--- config.mk ---
export PLATFORM = sky130hd
export DESIGN_NAME = dma_chan_status
export DESIGN_NICKNAME = d
export VERILOG_FILES = /design/src/rtl/dma_chan_status.sv
export SDC_FILE = /design/constraint.sdc
export NUM_CORES = 1
export LEC_CHECK = 0
export BUFFER_PORTS_ARGS = -buffer_cell sky130_fd_sc_hd__buf_2
export CAP_MARGIN = 20
export CELL_PAD_IN_SITES_DETAIL_PLACEMENT = 1
export CELL_PAD_IN_SITES_GLOBAL_PLACEMENT = 1
export CORE_MARGIN = 3
export CORE_UTILIZATION = 22
export DETAILED_ROUTE_END_ITERATION = 6
export GPL_TIMING_DRIVEN = 0
export PLACE_DENSITY = 0.77
export SLEW_MARGIN = 15
export SYNTH_ARGS = -nofsm -noshare
export SYNTH_HDL_FRONTEND = slang
export SYNTH_SLANG_ARGS = --single-unit
--- constraint.sdc ---
create_clock -name clk -period 0.8 [get_ports clk]
set_input_delay 0.04 -clock clk [delete_from_list [all_inputs] [get_ports clk]]
set_output_delay 0.04 -clock clk [all_outputs]
set_load 0.05 [all_outputs]
--- src/rtl/dma_chan_status.sv ---
module dma_chan_status #(
  parameter int ADDR_W = 8,
  parameter logic [ADDR_W-1:0] OFFSET = 'h02
) (
  input  logic              clk,
  input  logic              rst_n,
  input  logic [ADDR_W-1:0] bus_addr,
  input  logic              bus_wr,
  input  logic [7:0]        bus_wdata,
  output logic [7:0]        bus_rdata,
  input  logic              ev_desc_irq,
  input  logic              ev_dev_frame_irq,
  input  logic              dev_irq_en,
  input  logic              ev_bus_abort,
  input  logic              start_set,
  input  logic              start_clear,
  input  logic              ev_eot_done,
  output logic              irq
);
  localparam int B_DESC = 7;
  localparam int B_CAP1 = 6;
  localparam int B_CAP0 = 5;
  localparam int B_DEV  = 2;
  localparam int B_ERR  = 1;

  logic       sel, wr_hit;
  logic       desc_f, dev_f, err_f, act;
  logic [1:0] cap;
  logic [7:0] stat;

  assign sel    = (bus_addr == OFFSET);
  assign wr_hit = bus_wr & sel;

  always_ff @(posedge clk or negedge rst_n)
    if (!rst_n)                              desc_f <= 1'b0;
    else if (ev_desc_irq)                    desc_f <= 1'b1;
    else if (wr_hit && bus_wdata[B_DESC])    desc_f <= 1'b0;

  always_ff @(posedge clk or negedge rst_n)
    if (!rst_n)                              dev_f <= 1'b0;
    else if (ev_dev_frame_irq && dev_irq_en) dev_f <= 1'b1;
    else if (wr_hit && bus_wdata[B_DEV])     dev_f <= 1'b0;

  always_ff @(posedge clk or negedge rst_n)
    if (!rst_n)                              err_f <= 1'b0;
    else if (ev_bus_abort)                   err_f <= 1'b1;
    else if (wr_hit && bus_wdata[B_ERR])     err_f <= 1'b0;

  always_ff @(posedge clk or negedge rst_n)
    if (!rst_n)       cap <= 2'b00;
    else if (wr_hit)  cap <= {bus_wdata[B_CAP1], bus_wdata[B_CAP0]};

  always_ff @(posedge clk or negedge rst_n)
    if (!rst_n)                           act <= 1'b0;
    else if (start_set)                   act <= 1'b1;
    else if (start_clear || ev_eot_done)  act <= 1'b0;

  assign stat      = {desc_f, cap, 2'b00, dev_f, err_f, act};
  assign bus_rdata = sel ? stat : 8'h00;
  assign irq       = desc_f | dev_f;
endmodule

**Word level (Yosys, flattened, before mapping)**

Index checks and enable logic that the tools add are counted.

- Bitwise gates (word level): 2
- Mux-type cells: 9
- Eq/ne operators: 1
- Reductions and logical operators: 9

Operator list:

| kind | number |
|---|---|
| $eq A8 B2 Y1 const B | 1 |
| $mux W1 | 8 |
| $mux W8 | 1 |
| $reduce_bool A2 Y1 | 4 |
| $logic_and A1 B1 Y1 | 4 |
| $and A1 B1 Y1 | 1 |
| $logic_or A1 B1 Y1 | 1 |
| $or A1 B1 Y1 | 1 |

- Word-level logic and storage cells: 26
- Output and inout bits: 9
- Register bits: 6
- Input port bits: 26

**Depth between registers and ports, before layout**

- Word-level depth: 5
- Mapped depth: 3
- Mapped depth without buffers: 3

**Worst setup path before layout**

OpenSTA, ideal clock, no wires.

- Path kind: input-to-reg
- From: in bus_addr[7]
- To: reg cap[0]
- Library setup time: 0.127 ns
- Slack: -0.221 ns
- Arrival time: 0.893 ns
- Stages: 3
- Path buffers: 0
- Required time: 0.673 ns
- Cell sequence: nor4b_4 > nand3_2 > mux2_1

- Word-level cells in the longest chain between the ends: 2

Ends and longest elaborated chain:

| element | RTL line | RTL |
|---|---|---|
| from (decl) | 7 | `input logic [ADDR_W-1:0] bus_addr,` |
| $eq A8 B2 Y1 | 31 | `assign sel = (bus_addr == OFFSET);` |
| $and A1 B1 Y1 | 32 | `assign wr_hit = bus_wr & sel;` |
| to (signal assigned) | 51 | `else if (wr_hit) cap <= {bus_wdata[B_CAP1], bus_wdata[B_CAP0]};` |
| to (decl) | 28 | `logic [1:0] cap;` |

No other way between the ends.
A chain may end at the register's enable or synchronous reset.

**Worst setup path after layout**

- From: reg dev_f
- To: out irq

- Word-level cells in the longest chain between the ends: 1

Ends and longest elaborated chain:

| element | RTL line | RTL |
|---|---|---|
| from (decl) | 27 | `logic desc_f, dev_f, err_f, act;` |
| from (signal assigned) | 40 | `if (!rst_n) dev_f <= 1'b0;` |
| from (signal assigned) | 41 | `else if (ev_dev_frame_irq && dev_irq_en) dev_f <= 1'b1;` |
| from (signal assigned) | 42 | `else if (wr_hit && bus_wdata[B_DEV]) dev_f <= 1'b0;` |
| $or A1 B1 Y1 | 60 | `assign irq = desc_f \| dev_f;` |
| to (decl) | 18 | `output logic irq` |

No other way between the ends.

==> key figures <==
Clock network
  – Clock tree buffer depth: 2
  – Clock insertion delay at the later pin of the skew report: between 200 and 250 ps
  – Num CTS Buffers: 3
  – Clock sinks: 6
  – H-tree levels: 1
  – CTS tree: done
  – Clk slew on worst S/H paths: about 40 ps
  – Root buf cell: clkbuf_4

Global route
  – M1 GR Usage: 13.4%
  – Pin count of the biggest net entering global routing: 10
  – Grt total ovfl: 0
  – Grt met3 use: 6.32%
  – Most used routing layer: met2
  – Number of global-route vias before repair: 466
  – GRT met2 Usage: 22.8%
  – Initial antenna violation count: 0
  – First-pass GRT wire length: 1900 um
  – Tot GR Track Use: 13.2%

Outcome
  – Outcome: finished with violations
  – Failing checks: setup timing

STA
  – Final min period: between 1000 and 1500 ps
  – Fmax: 0.927 GHz
  – Final hold violations: 0
  – Max-slew violations: 0
  – Period utilisation layout: 135%
  – Setup TNS Final: -1770 ps
  – Clock Skews: 0 ps
  – Final setup margin: -279 ps
  – Hold Slack: about 34 ps
  – RSZ-0062 raised after global routing: true
  – # setup viols final: 11

Floorplanning
  – Core area: 1400 um^2
  – Die width: between 40 and 50 um
  – Initial Util: 25.1%
  – Die area: ~2100 um^2
  – Row count: 13
  – I/O pins: 35
  – Die Span Y: 46.0 um

Layout
  – Share of cells above drive strength 1: 73.7%
  – Final instance area: around 800 um^2
  – Most frequent cells in the layout: buf_2 (18), buf_6 (10), buf_4 (8)
  – Area grow syn2layout: 126%
  – Inserted Diodes: 0
  – FILL cells: 158
  – Commonest non-fill, non-tap cell in the layout: buf_2
  – Nets: between 100 and 150

Logic synthesis
  – #FFs+latches synth: 6
  – Post-Synthesis Cells: 29
  – Share of the synthesized area in the top cell type: 42.7%
  – Post-synth top area cell: dfrtp_1
  – Seq/Total Area, Yosys: 42.7%
  – Yosys warning total: 0
  – Top cells by area, synth: dfrtp_1 (43%), and3_2 (13%), nor4b_4 (6.8%)
  – Post-synth cell types: 13
  – Syn_area_per_cell: about 12 um^2
  – Synthesized cell area: ~350 um^2

Placed design
  – Port bufs: 29
  – Gpl congestion: 0.642
  – Placed cell areas: 522 um^2
  – DP HPWL: around 800 um

Pwr
  – PD cells: 977 nW/um^2
  – Leak Pwr: 0.000385 uW
  – Worst vdd ir: a little over 1 mV

Setup path
  – CP max stage cell: dfrtp_1
  – CP Data Required Time: 760 ps
  – Critical Path AT: 1040 ps
  – Element type at the critical path end: output port
  – Crit path max-delay family: flip-flops
  – Crit-path cells: or2_4 > buf_6
  – CP peak stage delay: 390 ps
  – WP buf/inv: 1
  – Startpoint Class: register
  – Crit Path Class: register to output port
  – R2r setup slk: -60 ps
  – Crit-path max FO: 3

Worst hold path
  – Worst hold-check path type: input pin to register

Detailed routing
  – Vias per inst: 4.71
  – DRC violations left: 0
  – Via count: 429
  – DRT Pass-1 Iters: 4
  – Initial DRC Count: 3
  – Wire length after detailed routing: between 1000 and 1500 um
  – Per-cell routed wire length: between 10 and 15 um
  – DRT antenna net count: 0

Flow run
  – Maxcap violations: 0
==> stage by stage <==
step                      std cells  util (%)  setup WS, ps  power, uW
final                            91      56.9          -279        778
after CTS                        87      53.9          -275        776
after global placement           74      37.3          -500        444
after floorplan                  30         -          -214        370
after global routing             91      56.9          -318        829
after detailed placement         74      37.3          -535        447
==> synthesized netlist by cell type (all sizes together) <==
cell and count:
nor2 1, dfrtp 6, or2 1, nand3 1, nor4 1, a22o 1
a21o 3, nand4 3, nor4b 1, buf 2, and3 6, conb 1
mux2 2
==> routing by layer <==
layer | vias up | wire length (um)
li1 | 201 | -
met1 | 202 | 428
met2 | 24 | 709
met3 | 2 | 151
met4 | 0 | 9
met5 | - | 0
==> layout make-up <==
| type | count | area, um^2 | area share (%) |
|---|---|---|---|
| buffer | 2 | 15.0 | 1.89 |
| clock buffer | 3 | 22.5 | 2.83 |
| multi-input combinational | 22 | 226 | 28.5 |
| sequential | 6 | 150 | 18.9 |
| tap | 15 | 18.8 | 2.36 |
| timing repair buffer | 43 | 363 | 45.6 |
==> report_power, final <==
group	leakage [uW]	internal [uW]	switching [uW]	total [uW]
sequential	0.0000651	313	4.64	318
combinational	0.000306	107	80.3	188
clock	0.0000138	169	103	272
total	0.000385	590	188	778
==> worst reg2reg max path, stage by stage (launching register included) <==
cell and delay [ps]:
dfrtp_1 370, buf_4 130, mux2_4 250
==> logic make-up (layout without fill, tap and decap cells) <==
| family | after synthesis | count (layout) | synth area share, % |
|---|---|---|---|
| flip-flops | 6 | 6 | 42.7 |
| other | 1 | 2 | 1.07 |
| multiplexers | 2 | 2 | 6.41 |
| AND/OR/NAND/NOR | 14 | 14 | 36.7 |
| buffers and inverters | 2 | 48 | 4.27 |
| AO/OA/AOI/OAI | 4 | 4 | 8.90 |
==> state kept, by name (all words and copies together), names as in the netlist <==
register / count
err_f: 1
act: 1
dev_f: 1
desc_f: 1
cap: 2
==> repair_timing <==
item	CTS	global route
resized for setup	32	3
setup buffers	6	4
hold buffers	4	0
endpoints found under the setup margin	12	11
endpoints found under the hold margin	9	0
pin swaps	4	3
==> worst paths after layout <==
check / start / to / cells after the start
setup / recovery: dev_f / irq / 2
hold / removal: bus_wdata[6] / cap[1] / 2
setup reg to reg: cap[1] / cap[1] / 2
hold reg to reg: cap[0] / cap[0] / 1
max in group asynchronous: rst_n / desc_f / 2
min in group asynchronous: rst_n / cap[1] / 2
No activity file was read; power rests on OpenSTA's default activity.
